File: src/rtl/busCmdPkg.sv
package busCmdPkg;
  localparam int STS_W = 3;
  typedef logic [STS_W-1:0] stsCode_t;

  localparam stsCode_t ST_INTA    = 3'b000;
  localparam stsCode_t ST_IORD    = 3'b001;
  localparam stsCode_t ST_IOWR    = 3'b010;
  localparam stsCode_t ST_HALT    = 3'b011;
  localparam stsCode_t ST_CODE    = 3'b100;
  localparam stsCode_t ST_MEMRD   = 3'b101;
  localparam stsCode_t ST_MEMWR   = 3'b110;
  localparam stsCode_t ST_PASSIVE = 3'b111;

  // strobes from the sequencer to the status path
  typedef struct packed {
    logic latchCode;
    logic aleOn;
    logic cmdOn;
    logic inCycle;
  } ctrlStrb_t;

  typedef enum logic [1:0] {SEQ_IDLE, SEQ_ADDR, SEQ_CMD} seqState_t;
endpackage

File: src/rtl/statusPath.sv
module statusPath
  import busCmdPkg::*;
(
  input  logic      clk,
  input  logic      rst,
  input  stsCode_t  busStatus,
  input  ctrlStrb_t ctrl,
  output logic      startSeen,
  output logic      endSeen,
  output logic      memRdN,
  output logic      memWrN,
  output logic      ioRdN,
  output logic      ioWrN,
  output logic      intAckN,
  output logic      addrLatchEn,
  output logic      dataEn,
  output logic      dirTxRxN
);
  logic     passiveQ;
  stsCode_t codeQ;
  logic     isRead;

  always_ff @(posedge clk) begin
    if (rst) begin
      passiveQ <= 1'b0;
      codeQ    <= ST_PASSIVE;
    end else begin
      passiveQ <= (busStatus == ST_PASSIVE);
      if (ctrl.latchCode) codeQ <= busStatus;
    end
  end

  always_comb begin
    startSeen   = passiveQ && (busStatus != ST_PASSIVE);
    endSeen     = (busStatus == ST_PASSIVE);
    isRead      = (codeQ == ST_INTA) || (codeQ == ST_IORD) ||
                  (codeQ == ST_CODE) || (codeQ == ST_MEMRD);
    intAckN     = !(ctrl.cmdOn && codeQ == ST_INTA);
    ioRdN       = !(ctrl.cmdOn && codeQ == ST_IORD);
    ioWrN       = !(ctrl.cmdOn && codeQ == ST_IOWR);
    memRdN      = !(ctrl.cmdOn && (codeQ == ST_CODE || codeQ == ST_MEMRD));
    memWrN      = !(ctrl.cmdOn && codeQ == ST_MEMWR);
    dataEn      = ctrl.cmdOn && (codeQ != ST_HALT);
    dirTxRxN    = !(ctrl.inCycle && isRead);
    addrLatchEn = ctrl.aleOn;
  end

  // captured code does not move during the command phase
  a_r11_code_held: assert property (@(posedge clk) disable iff (rst)
    ctrl.cmdOn |-> $stable(codeQ));

  // never more than one command strobe active
  a_r12_one_strobe: assert property (@(posedge clk) disable iff (rst)
    $countones({~memRdN, ~memWrN, ~ioRdN, ~ioWrN, ~intAckN}) <= 1);

  // halt drives no command and no data enable
  a_r7_halt_quiet: assert property (@(posedge clk) disable iff (rst)
    (ctrl.inCycle && codeQ == ST_HALT) |->
      (&{memRdN, memWrN, ioRdN, ioWrN, intAckN}) && !dataEn);
endmodule

File: src/rtl/cmdSequencer.sv
module cmdSequencer
  import busCmdPkg::*;
(
  input  logic      clk,
  input  logic      rst,
  input  logic      startSeen,
  input  logic      endSeen,
  output ctrlStrb_t ctrl
);
  seqState_t stateQ, stateD;

  always_comb begin
    stateD = stateQ;
    unique case (stateQ)
      SEQ_IDLE: if (startSeen) stateD = SEQ_ADDR;
      SEQ_ADDR: stateD = SEQ_CMD;
      SEQ_CMD:  if (endSeen) stateD = SEQ_IDLE;
      default:  stateD = SEQ_IDLE;
    endcase
  end

  always_ff @(posedge clk) begin
    if (rst) stateQ <= SEQ_IDLE;
    else     stateQ <= stateD;
  end

  always_comb begin
    ctrl.latchCode = (stateQ == SEQ_IDLE) && startSeen;
    ctrl.aleOn     = (stateQ == SEQ_ADDR);
    ctrl.cmdOn     = (stateQ == SEQ_CMD);
    ctrl.inCycle   = (stateQ != SEQ_IDLE);
  end

  // the address phase lasts one clock and leads to the command phase
  a_r2_addr_single: assert property (@(posedge clk) disable iff (rst)
    (stateQ == SEQ_ADDR) |=> (stateQ == SEQ_CMD));

  // command phase holds while the status stays active
  a_r3_cmd_hold: assert property (@(posedge clk) disable iff (rst)
    (stateQ == SEQ_CMD && !endSeen) |=> (stateQ == SEQ_CMD));

  // idle status ends the command phase on the next edge
  a_r4_release: assert property (@(posedge clk) disable iff (rst)
    (stateQ == SEQ_CMD && endSeen) |=> (stateQ == SEQ_IDLE));
endmodule

File: src/rtl/busCmdGen.sv
module busCmdGen
  import busCmdPkg::*;
(
  input  logic       clk,
  input  logic       rst,
  input  logic [2:0] busStatus,
  output logic       memRdN,
  output logic       memWrN,
  output logic       ioRdN,
  output logic       ioWrN,
  output logic       intAckN,
  output logic       addrLatchEn,
  output logic       dataEn,
  output logic       dirTxRxN
);
  ctrlStrb_t ctrl;
  logic      startSeen, endSeen;

  cmdSequencer uSeq (
    .clk(clk), .rst(rst), .startSeen(startSeen), .endSeen(endSeen), .ctrl(ctrl)
  );

  statusPath uPath (
    .clk(clk), .rst(rst), .busStatus(busStatus), .ctrl(ctrl),
    .startSeen(startSeen), .endSeen(endSeen),
    .memRdN(memRdN), .memWrN(memWrN), .ioRdN(ioRdN), .ioWrN(ioWrN),
    .intAckN(intAckN), .addrLatchEn(addrLatchEn), .dataEn(dataEn),
    .dirTxRxN(dirTxRxN)
  );

  // the latch enable is a single-clock pulse
  a_r2_ale_pulse: assert property (@(posedge clk) disable iff (rst)
    addrLatchEn |=> !addrLatchEn);

  // data enable is never on together with the latch enable
  a_r10_den_not_ale: assert property (@(posedge clk) disable iff (rst)
    !(addrLatchEn && dataEn));
endmodule

File: config.mk
export PLATFORM = sky130hd
export DESIGN_NAME = busCmdGen
export DESIGN_NICKNAME = d
export VERILOG_FILES = /design/src/rtl/busCmdPkg.sv /design/src/rtl/statusPath.sv /design/src/rtl/cmdSequencer.sv /design/src/rtl/busCmdGen.sv
export SDC_FILE = /design/constraint.sdc
export NUM_CORES = 1
export LEC_CHECK = 0
export BUFFER_PORTS_ARGS = -buffer_cell sky130_fd_sc_hd__buf_2
export CORE_AREA = 2 2 39 41
export CTS_BUF_LIST = sky130_fd_sc_hd__clkbuf_16
export DETAILED_ROUTE_END_ITERATION = 10
export DIE_AREA = 0 0 41 43
export PLACE_DENSITY_LB_ADDON = 0.08
export SLEW_MARGIN = 20
export SYNTH_ARGS = -nofsm -noshare
export SYNTH_HDL_FRONTEND = slang
export SYNTH_SLANG_ARGS = --single-unit
File: constraint.sdc
create_clock -name clk -period 2.75 [get_ports clk]
set_input_delay 0.275 -clock clk [delete_from_list [all_inputs] [get_ports clk]]
set_output_delay 0.275 -clock clk [all_outputs]
set_load 0.02 [all_outputs]
# Word-level counts from Yosys, hierarchy flattened
# Index checks and enable logic that the tools add are counted.
# W data, S select, Z words.
[word_totals] regBits=6 inputBits=5
[classes] n_reduce_logical=23 n_eq_ne=12 muxes=3
[ops] operator="$eq A3 B3 Y1 const B" count=4
[ops] operator="$logic_and A1 B1 Y1" count=9
[ops] operator="$logic_not A1 Y1" count=6
[ops] operator="$pmux W2 S3" count=1
[ops] operator="$logic_or A1 B1 Y1" count=4
[ops] operator="$mux W2" count=2
[ops] operator="$eq A3 B1 Y1 const B" count=1
[ops] operator="$eq A3 B2 Y1 const B" count=1
[ops] operator="$logic_not A3 Y1" count=1
[ops] operator="$ne A3 B2 Y1 const B" count=1
[ops] operator="$ne A3 B3 Y1 const B" count=1
[ops] operator="$eq A2 B1 Y1 const B" count=1
[ops] operator="$eq A2 B2 Y1 const B" count=1
[ops] operator="$logic_not A2 Y1" count=1
[ops] operator="$ne A2 B1 Y1 const B" count=1
[ops] operator="$ne A2 B2 Y1 const B" count=1
[ops] operator="$reduce_and A2 Y1" count=1
[ops] operator="$reduce_bool A2 Y1" count=1

# Depth between registers and ports, before layout
# Gate-level depths: netlist of run 1.
[depth] word_depth=6 depth_mapped=3

# Hierarchy
# From an unflattened synthesis of run 1, not the netlist that was laid out.
[hier_totals] hier_cells=36 hier_area_um2=324.1
[modules_own_cells] mod="statusPath" instances=1 seq_area_each_um2=80.1 area_each_um2=206.4 cells_per_inst=25
[modules_own_cells] mod="cmdSequencer" instances=1 seq_area_each_um2=40.0 area_each_um2=117.6 cells_per_inst=11

# Least setup slack after synthesis of run 1
# OpenSTA, ideal clock, no wires.
[synth_timing] path_type="reg2out" start="register uSeq.stateQ[0]" end="output intAckN" arrival_time_ns=1.020 path_buffers=0 slack_ns=1.455 path_stages_with_launch=3 cell_sequence="dfxtp_1 -> nand2b_1 -> or4_1"
[synth_between] elab_chain_len=3
[synth_lines] element="start: declaration" line_no="cmdSequencer.sv:10" text="seqState_t stateQ, stateD;"
[synth_lines] element="start signal: assignment" line_no="cmdSequencer.sv:24" text="else stateQ <= stateD;"
[synth_lines] element="$eq A2 B2 Y1" line_no="cmdSequencer.sv:30" text="ctrl.cmdOn = (stateQ == SEQ_CMD);"
[synth_lines] element="$logic_and A1 B1 Y1" line_no="statusPath.sv:38" text="intAckN = !(ctrl.cmdOn && codeQ == ST_INTA);"
[synth_lines] element="$logic_not A1 Y1" line_no="statusPath.sv:38"
[synth_lines] element="end: declaration" line_no="busCmdGen.sv:11" text="output logic intAckN,"
# Every way passes these cells.

# Worst setup path after layout of run 1
[layout_timing] start="register uPath.codeQ[0]" end="output ioRdN"
[layout_between] elab_chain_len=3
[layout_lines] element="start: declaration" line_no="statusPath.sv:20" text="stsCode_t codeQ;"
[layout_lines] element="start signal: assignment" line_no="statusPath.sv:29" text="if (ctrl.latchCode) codeQ <= busStatus;"
[layout_lines] element="$eq A3 B1 Y1" line_no="statusPath.sv:39" text="ioRdN = !(ctrl.cmdOn && codeQ == ST_IORD);"
[layout_lines] element="$logic_and A1 B1 Y1" line_no="statusPath.sv:39"
[layout_lines] element="$logic_not A1 Y1" line_no="statusPath.sv:39"
[layout_lines] element="end: declaration" line_no="busCmdGen.sv:9" text="output logic ioRdN,"
# Every way passes these cells.

==> run metrics, run 1 <==
CTS tree done; later-pin clock latency in the skew report 0.23 ns; core area 1380 sq um; Cell Int Power 0.000282 W; Starting Density 0.209; Hold Crit Class in2reg; vias in the first global route 287; ANT nets after route 0; CP Max Fanout 4; I/O pins 13; Seq pwr share 0.271; crit path launch type flip-flop; global-route wire length before repair 1170 um; peak supply drop 269 uV; Syn Area/Cell 8.50 sq um; pwr dens 769 nW/um^2; Crit path largest cell delay 0.49 ns; final number of setup-violating endpoints 0; Hold Buf Count CTS 0; min Tclk post-route 1.61 ns; # fillers 156; nets 55; Fmax 621 MHz; switching power 0.0000571 W; Inst Count DP 61; CTS resizes 0; H-tree level count 1; Max Buffers Root-to-Sink 2; placed inst area 365 sq um; routability cong. 0.686; Setup Skew 0.000949 ns; Slew HR 0.841; P&R area growth vs syn 52.4%; Die Span Y 43 um; most common cell after layout, fill and taps aside buf_2; Worst Path Arrival 1.33 ns; Root Buffer clkbuf_16; total of max-cap violations 0; WS Path Type reg2out; final instance area 440 sq um; ranking of synthesized cells by area dfxtp_1, nor2_1, nor3b_4, a21oi_1, or4_1; Clk pwr share 0.690; Final HPWL DP 532 um; most frequent cells in the layout buf_2, nor2_1, dfxtp_1, a21oi_1, clkbuf_16; Die W 41 um; routed vias/inst 4.83; Mapped Cells 34; Final Max Tran Viols 0; Remaining Overflow, GRT 0; crit share post-route 0.585; Comb pwr share 0.039; sw frac 0.169; part of the Yosys area used for sequential elements 0.416; starting DRC count in detailed routing 7; final hold slack 0.312 ns; top-area cell type share of the netlist area 0.416; antenna violations before repair 0; status complete, no violations; nature of the critical path endpoint primary output; Die Area 1760 sq um; All-Layer GR Usage 0.106; clk slew on worst S/H paths 0.03 ns; Storage cell area 120 sq um; Final Hold Fails 0; Routed Wire Length 708 um; cts bufs inserted 3; postcts setup bufs 0; DR vias 309; Synth Register Bits 6; CTS Sinks 6; Post-Syn Area 289 sq um; critical path, cell by cell inv_1, or4_1, buf_2; count of different cell masters after synthesis 19; layout cells sized above 1 0.333; First-pass DRT Iterations 4; DR WL/cell 11.1 um; cell taking the most area after synthesis dfxtp_1; static leakage 0.193 nW; Slew @ Worst Pin 0.238 ns; count of buffers from port buffering 12; setup total negative slack 0 ns; Crit-path slowest cell or4_1; Synth Net Count 39; DR DRC count 0; ant diodes 0; largest net degree at the start of global routing 9; required time of the critical path 2.48 ns; Multi-input gate area 158 sq um; fin cells 64; RSZ-0062 raised after global routing no; Warnings, synthesis 0; row count 14
Yosys cell counts, drive strengths merged:
cell,n
a21oi,3
nand3,1
and2b,1
nand4,2
nand2,1
o21bai,1
clkbuf,1
a311o,1
or3,1
nor2b,1
a22oi,1
dfxtp,6
nor2,6
a31oi,1
or4,2
nor3b,2
inv,2
nand2b,1
routing by layer:
metal  vias up  GRT usage  part of all wire
li1        152          -                 -
met1       139      0.116              0.44
met2        13      0.131              0.42
met3         5     0.0628             0.092
met4         0      0.100             0.048
met5         -          0                 0
metrics by stage:
stage	total power (W)	worst slack [ns]	utilization
after detailed placement	0.000106	1.38	0.264
after global placement	0.000106	1.39	0.264
after CTS	0.000342	1.13	0.318
after global routing	0.000348	1.05	0.318
final	0.000339	1.14	0.318
after floorplan	0.000101	1.46	-
power by group through the flow:
stage / clock network [W] / logic (W) / registers (W)
finish: 0.000234 / 0.0000133 / 0.0000919
global route: 0.000241 / 0.0000150 / 0.0000923
CTS: 0.000237 / 0.0000133 / 0.0000918
detailed placement: 0 / 0.0000131 / 0.0000931
global placement: 0 / 0.0000131 / 0.0000929
floorplan: 0 / 0.00000821 / 0.0000925
logic make-up (layout without fill, tap and decap cells):
logic type / after synthesis / in the layout / synth area share
AOI/OAI and AO/OA: 7 / 7 / 0.160
buffers and inverters: 3 / 17 / 0.0390
DFF: 6 / 6 / 0.416
and+or+nand+nor: 18 / 18 / 0.385
cell type report:
type,instances,share of cell area
repair buffers,12,0.136
flip-flops and latches,6,0.273
multi-input cells,25,0.358
well taps,16,0.0455
inverters,2,0.0170
clock buffers,3,0.170
path summary, 6_finish.rpt:
check                      start  depth (start not counted)  slack (ns)        endpoint
setup / recovery  uPath.codeQ[0]                          3        1.14           ioRdN
hold reg to reg   uPath.codeQ[0]                          2        0.55  uPath.codeQ[0]
hold / removal      busStatus[2]                          2        0.31  uPath.codeQ[2]
setup reg to reg  uSeq.stateQ[1]                          3        1.59  uPath.codeQ[2]
worst max-delay path, delay by kind of cell (launching register included):
family,cells,cell delay [ns]
buf+inv,2,0.26
flops,1,0.36
simple gates,1,0.49
flip-flops by register name, indices dropped and copies added (netlist names):
name	cells
uPath.codeQ	3
uSeq.stateQ	2
uPath.passiveQ	1
No activity file was read; power rests on OpenSTA's default activity.
==> inputs of run 2 (changes only) <==
==> constraint.sdc (replaced) <==
create_clock -name clk -period 1.4 [get_ports clk]
set_input_delay 0.14 -clock clk [delete_from_list [all_inputs] [get_ports clk]]
set_output_delay 0.14 -clock clk [all_outputs]
set_load 0.02 [all_outputs]
==> run 2 against run 1 <==
  * The flow now finishes with violations (setup timing)
  * Register-to-register slack got worse by 1.5 ns
  * Sequential cell count unchanged
  * Clock skew about the same
  * First-iteration DRC count increased by 14%
  * Combinational power increased by 130%
  * Worst setup slack got worse by 1.1 ns
  * Die area is the same
  * Critical path depth unchanged
  * Cell count increased by 4.7%
  * Clock-buffer cell count is the same
  * Sequential share of layout area shrank 1.4 points
  * Total power increased by 97%
  * Largest power group unchanged
==> run metrics, run 2 (synthesis gave the netlist of run 1 again) <==
min Tclk post-route 1.41 ns; Hold Crit Class in2reg (unchanged); fin util 0.363 (was 0.318); most frequent cells in the layout buf_2, nor2_1, a21oi_1, clkbuf_16, buf_4 (was buf_2, nor2_1, dfxtp_1, a21oi_1, clkbuf_16); CTS Sinks 6 (unchanged); I/O pins 13 (unchanged); P&R area growth vs syn 74.0% (was 52.4%); Multi-input gate area 175 sq um (was 158 sq um); static leakage 0.218 nW (was 0.193 nW); WS Path Type reg2out (unchanged); CTS tree done (unchanged); H-tree level count 1 (unchanged); DR vias 322 (was 309); Setup crit start uPath.codeQ[0] (unchanged); Starting Density 0.209 (unchanged); max reg flops 3 (unchanged); core area 1380 sq um (unchanged); cts bufs inserted 3 (unchanged); RSZ-0062 raised after global routing yes (was no); Die Span Y 43 um (unchanged); most common cell after layout, fill and taps aside buf_2 (unchanged); later-pin clock latency in the skew report 0.23 ns (about the same); Die Area 1760 sq um (unchanged); routed vias/inst 4.81 (was 4.83); DR DRC count 0 (unchanged); Final HPWL DP 532 um (unchanged); starting DRC count in detailed routing 8 (was 7); Routed Wire Length 828 um (was 708 um); All-Layer GR Usage 0.123 (was 0.106); CP Max Fanout 3 (was 4); crit path to ioRdN (unchanged); First-pass DRT Iterations 2 (was 4); Worst R2R End uPath.codeQ[2] (unchanged); # fillers 154 (was 156); required time of the critical path 1.26 ns (was 2.48 ns); status finished with violations (was complete, no violations); Crit path largest cell delay 0.50 ns (was 0.49 ns); peak supply drop 547 uV (was 269 uV); Final Hold Fails 0 (unchanged); ant diodes 0 (unchanged); nets 58 (was 55); Final Max Tran Viols 0 (unchanged); Remaining Overflow, GRT 0 (unchanged); global-route wire length before repair 1370 um (was 1170 um); nature of the critical path endpoint primary output (unchanged); final number of setup-violating endpoints 2 (was 0); Setup Skew 0.000650 ns (was 0.000949 ns); ANT nets after route 0 (unchanged); Hold Buf Count CTS 0 (unchanged); crit share post-route 1.00; Die W 41 um (unchanged); RR Startpoint uSeq.stateQ[0] (was uSeq.stateQ[1]); largest net degree at the start of global routing 9 (unchanged); Max Buffers Root-to-Sink 2 (unchanged); Worst Path Arrival 1.27 ns (was 1.33 ns); clk slew on worst S/H paths 0.03 ns (about the same); antenna violations before repair 0 (unchanged); pwr dens 1330 nW/um^2 (was 769 nW/um^2); row count 14 (unchanged); Fmax 711 MHz; worst setup margin -0.00651 ns (was 1.14 ns); total of max-cap violations 0 (unchanged); count of buffers from port buffering 12 (unchanged); vias in the first global route 320 (was 287); failing checks setup timing; worst slack, placed 0.161 ns (was 1.38 ns); Slew HR 0.827 (was 0.841); Root Buffer clkbuf_16 (unchanged); layout cells sized above 1 0.549 (was 0.333); reg2reg path depth 4 (was 3); crit path launch type flip-flop (unchanged); Most flops, register uPath.codeQ (unchanged); Slew @ Worst Pin 0.259 ns (was 0.238 ns); Storage cell area 130 sq um (was 120 sq um); routability cong. 0.686 (unchanged); Crit-path slowest cell or4_4 (was or4_1); DR WL/cell 12.4 um (was 11.1 um); final hold slack 0.179 ns (was 0.312 ns); reg-to-reg slack, setup 0.11 ns (was 1.59 ns); critical path, cell by cell inv_2, or4_4, buf_6 (was inv_1, or4_1, buf_2); min-delay src rst (was busStatus[2]); top flop regs uPath.codeQ x3, uSeq.stateQ x2, uPath.passiveQ x1 (unchanged)
==> run 2: what timing repair did <==
| item | CTS | global route |
|---|---|---|
| buffers inserted | 2 | 1 |
| setup endpoints to repair | 2 | 4 |
| pin swaps | 0 | 0 |
| endpoints found under the hold margin | 0 | 0 |
| gates resized for setup | 12 | 3 |
==> run 2: worst min path at each step <==
stage,endpoint,depth (start not counted)
floorplan,uPath.codeQ[0],2
global placement,uPath.codeQ[2],2
detailed placement,uPath.codeQ[2],2
CTS,uSeq.stateQ[0],2
global route,uSeq.stateQ[1],2
finish,uSeq.stateQ[0],2
==> run 2: layout make-up <==
cell class | count | share of cell area
clock buffers | 3 | 0.149
inverters | 2 | 0.0149
multi-input cells | 25 | 0.348
flip-flops and latches | 6 | 0.259
well taps | 16 | 0.0398
repair buffers | 15 | 0.189
==> run 2: metal layers <==
metal,global-route usage,share of wire,up-vias
met5,0,0,-
met2,0.175,0.46,13
li1,-,-,157
met1,0.126,0.41,147
met4,0.100,0.041,0
met3,0.0628,0.083,5
==> run 2: worst max-delay path, delay by kind of cell (launching register included) <==
kind | cells | cell delay [ns]
simple gates | 1 | 0.50
flops | 1 | 0.34
buf+inv | 2 | 0.19
==> run 2: report_power, final <==
part | switching (W) | internal, W | leakage (nW)
clock | 0.0000934 | 0.000366 | 0.0370
combinational | 0.0000171 | 0.0000139 | 0.132
sequential | 0.00000456 | 0.000173 | 0.0494
total | 0.000115 | 0.000553 | 0.218
==> run 2: per-stage QoR <==
step	power [W]	cell area, sq um	TNS [ns]	instances
after floorplan	0.000198	289	0	34
after global placement	0.000208	365	0	61
after detailed placement	0.000209	365	0	61
after CTS	0.000673	489	-0.00227	66
after global routing	0.000685	503	-0.0589	67
final	0.000668	503	-0.00980	67
==> inputs of run 3 (changes only) <==
==> constraint.sdc (replaced) <==
create_clock -name clk -period 1.7 [get_ports clk]
set_input_delay 0.17 -clock clk [delete_from_list [all_inputs] [get_ports clk]]
set_output_delay 0.17 -clock clk [all_outputs]
set_load 0.02 [all_outputs]
==> run 3 against run 2 <==
  * The flow now finishes without violations
  * Core utilization is 4.5 points lower
  * Largest power group unchanged
  * Hold slack better by 0.022 ns
  * Final area is 12% lower
  * Clock-buffer cell count stayed put
  * Total power is 18% lower
  * Die area stayed put
  * Worst setup slack better by 0.20 ns
  * First-iteration DRC count is 63% lower
  * Global-route usage is 2.0 points lower
  * Cell count is 4.5% lower
==> run metrics, run 3 (synthesis gave the netlist of run 1 again) <==
status complete, no violations (was finished with violations); Worst Path Arrival 1.33 ns (was 1.27 ns); nature of the critical path endpoint primary output (unchanged); postcts setup bufs 0 (was 2); H-tree level count 1 (unchanged); Inst Count DP 61 (unchanged); I/O pins 13 (unchanged); Setup Skew 0.000900 ns (was 0.000650 ns); pwr dens 1250 nW/um^2 (was 1330 nW/um^2); RSZ-0062 raised after global routing no (was yes); Die W 41 um (unchanged); worst setup margin 0.198 ns (was -0.00651 ns); Seq pwr share 0.271 (was 0.266); most frequent cells in the layout buf_2, nor2_1, dfxtp_1, a21oi_1, clkbuf_16 (was buf_2, nor2_1, a21oi_1, clkbuf_16, buf_4); Remaining Overflow, GRT 0 (unchanged); vias in the first global route 278 (was 320); setup total negative slack 0 ns (was -0.00980 ns); DR vias 299 (was 322); CTS Sinks 6 (unchanged); Routed Wire Length 689 um (was 828 um); Crit-path slowest cell or4_1 (was or4_4); P&R area growth vs syn 52.4% (was 74.0%); nets 55 (was 58); layout cells sized above 1 0.333 (was 0.549); total of max-cap violations 0 (unchanged); Slew HR 0.843 (was 0.827); DR WL/cell 10.8 um (was 12.4 um); DR DRC count 0 (unchanged); ant diodes 0 (unchanged); fin cells 64 (was 67); Starting Density 0.209 (unchanged); max reg flops 3 (unchanged); row count 14 (unchanged); static leakage 0.193 nW (was 0.218 nW); Die Span Y 43 um (unchanged); WS Path Type reg2out (unchanged); sw frac 0.169 (was 0.172); Slew @ Worst Pin 0.235 ns (was 0.259 ns); total power 0.000549 W (was 0.000668 W); routability cong. 0.686 (unchanged); CP Max Fanout 5 (was 3); min Tclk post-route 1.50 ns; CTS resizes 0 (was 12); global-route wire length before repair 1140 um (was 1370 um); required time of the critical path 1.53 ns (was 1.26 ns); ANT nets after route 0 (unchanged); Clk pwr share 0.690 (was 0.687); All-Layer GR Usage 0.103 (was 0.123); top flop regs uPath.codeQ x3, uSeq.stateQ x2, uPath.passiveQ x1 (unchanged); cts bufs inserted 3 (unchanged); Comb pwr share 0.039 (was 0.046); Most flops, register uPath.codeQ (unchanged); largest net degree at the start of global routing 9 (unchanged); clk slew on worst S/H paths 0.03 ns (about the same); crit share post-route 0.884; switching power 0.0000930 W (was 0.000115 W); Final Max Tran Viols 0 (unchanged); Hold Crit Class in2reg (unchanged); Max Buffers Root-to-Sink 2 (unchanged); antenna violations before repair 0 (unchanged); crit path launch type flip-flop (unchanged); CTS tree done (unchanged); core area 1380 sq um (unchanged); Root Buffer clkbuf_16 (unchanged); Fmax 666 MHz; final number of setup-violating endpoints 0 (was 2); routed vias/inst 4.67 (was 4.81); Final HPWL DP 552 um (was 532 um); Hold Buf Count CTS 0 (unchanged); Crit path largest cell delay 0.40 ns (was 0.50 ns); most common cell after layout, fill and taps aside buf_2 (unchanged); starting DRC count in detailed routing 3 (was 8); First-pass DRT Iterations 4 (was 2); later-pin clock latency in the skew report 0.23 ns (about the same); count of buffers from port buffering 12 (unchanged); Die Area 1760 sq um (unchanged); critical path, cell by cell nand2b_1, or4_1, buf_2 (was inv_2, or4_4, buf_6); Final Hold Fails 0 (unchanged); worst slack, placed 0.431 ns (was 0.161 ns); peak supply drop 591 uV (was 547 uV); # fillers 162 (was 154); Cell Int Power 0.000456 W (was 0.000553 W)
## run 3: per-layer routing
layer | up-vias | wire length [um] | global-route usage
li1 | 153 | - | -
met1 | 131 | 299 | 0.113
met2 | 13 | 294 | 0.134
met3 | 2 | 75 | 0.0628
met4 | 0 | 20 | 0.0800
met5 | - | 0 | 0
## run 3: per-stage QoR
stage | cell area (sq um) | hold WS, ns | util
2_1_floorplan | 289 | 0.322 | -
3_3_place_gp | 365 | 0.429 | 0.264
3_5_place_dp | 365 | 0.434 | 0.264
4_1_cts | 440 | 0.199 | 0.318
5_1_grt | 440 | 0.205 | 0.318
6_report | 440 | 0.201 | 0.318
## run 3: power by group through the flow
stage / registers (W) / clock network (W) / logic (W)
final: 0.000149 / 0.000379 / 0.0000214
after global routing: 0.000149 / 0.000393 / 0.0000245
after CTS: 0.000149 / 0.000386 / 0.0000214
after detailed placement: 0.000151 / 0 / 0.0000213
after global placement: 0.000150 / 0 / 0.0000211
after floorplan: 0.000150 / 0 / 0.0000133
## run 3: worst max-delay path, delay by kind of cell (launching register included)
kind,cells,cell delay [ns]
AND/OR/NAND/NOR,2,0.59
flip-flops,1,0.34
buffers and inverters,1,0.17
## run 3: path summary, 6_finish.rpt
path | start | endpoint | slack, ns | cells past startpoint
max reg2reg | uSeq.stateQ[1] | uPath.codeQ[2] | 0.54 | 3
max | uSeq.stateQ[0] | ioRdN | 0.20 | 3
min reg2reg | uPath.codeQ[0] | uPath.codeQ[0] | 0.54 | 2
min | busStatus[2] | uPath.codeQ[2] | 0.20 | 2
## run 3: cell type report
| class | instances | area (sq um) | area share |
|---|---|---|---|
| Sequential cell | 6 | 120 | 0.273 |
| Clock buffer | 3 | 75.1 | 0.170 |
| Tap cell | 16 | 20.0 | 0.0455 |
| Multi-Input combinational cell | 25 | 158 | 0.358 |
| Timing Repair Buffer | 12 | 60.1 | 0.136 |
| Inverter | 2 | 7.51 | 0.0170 |
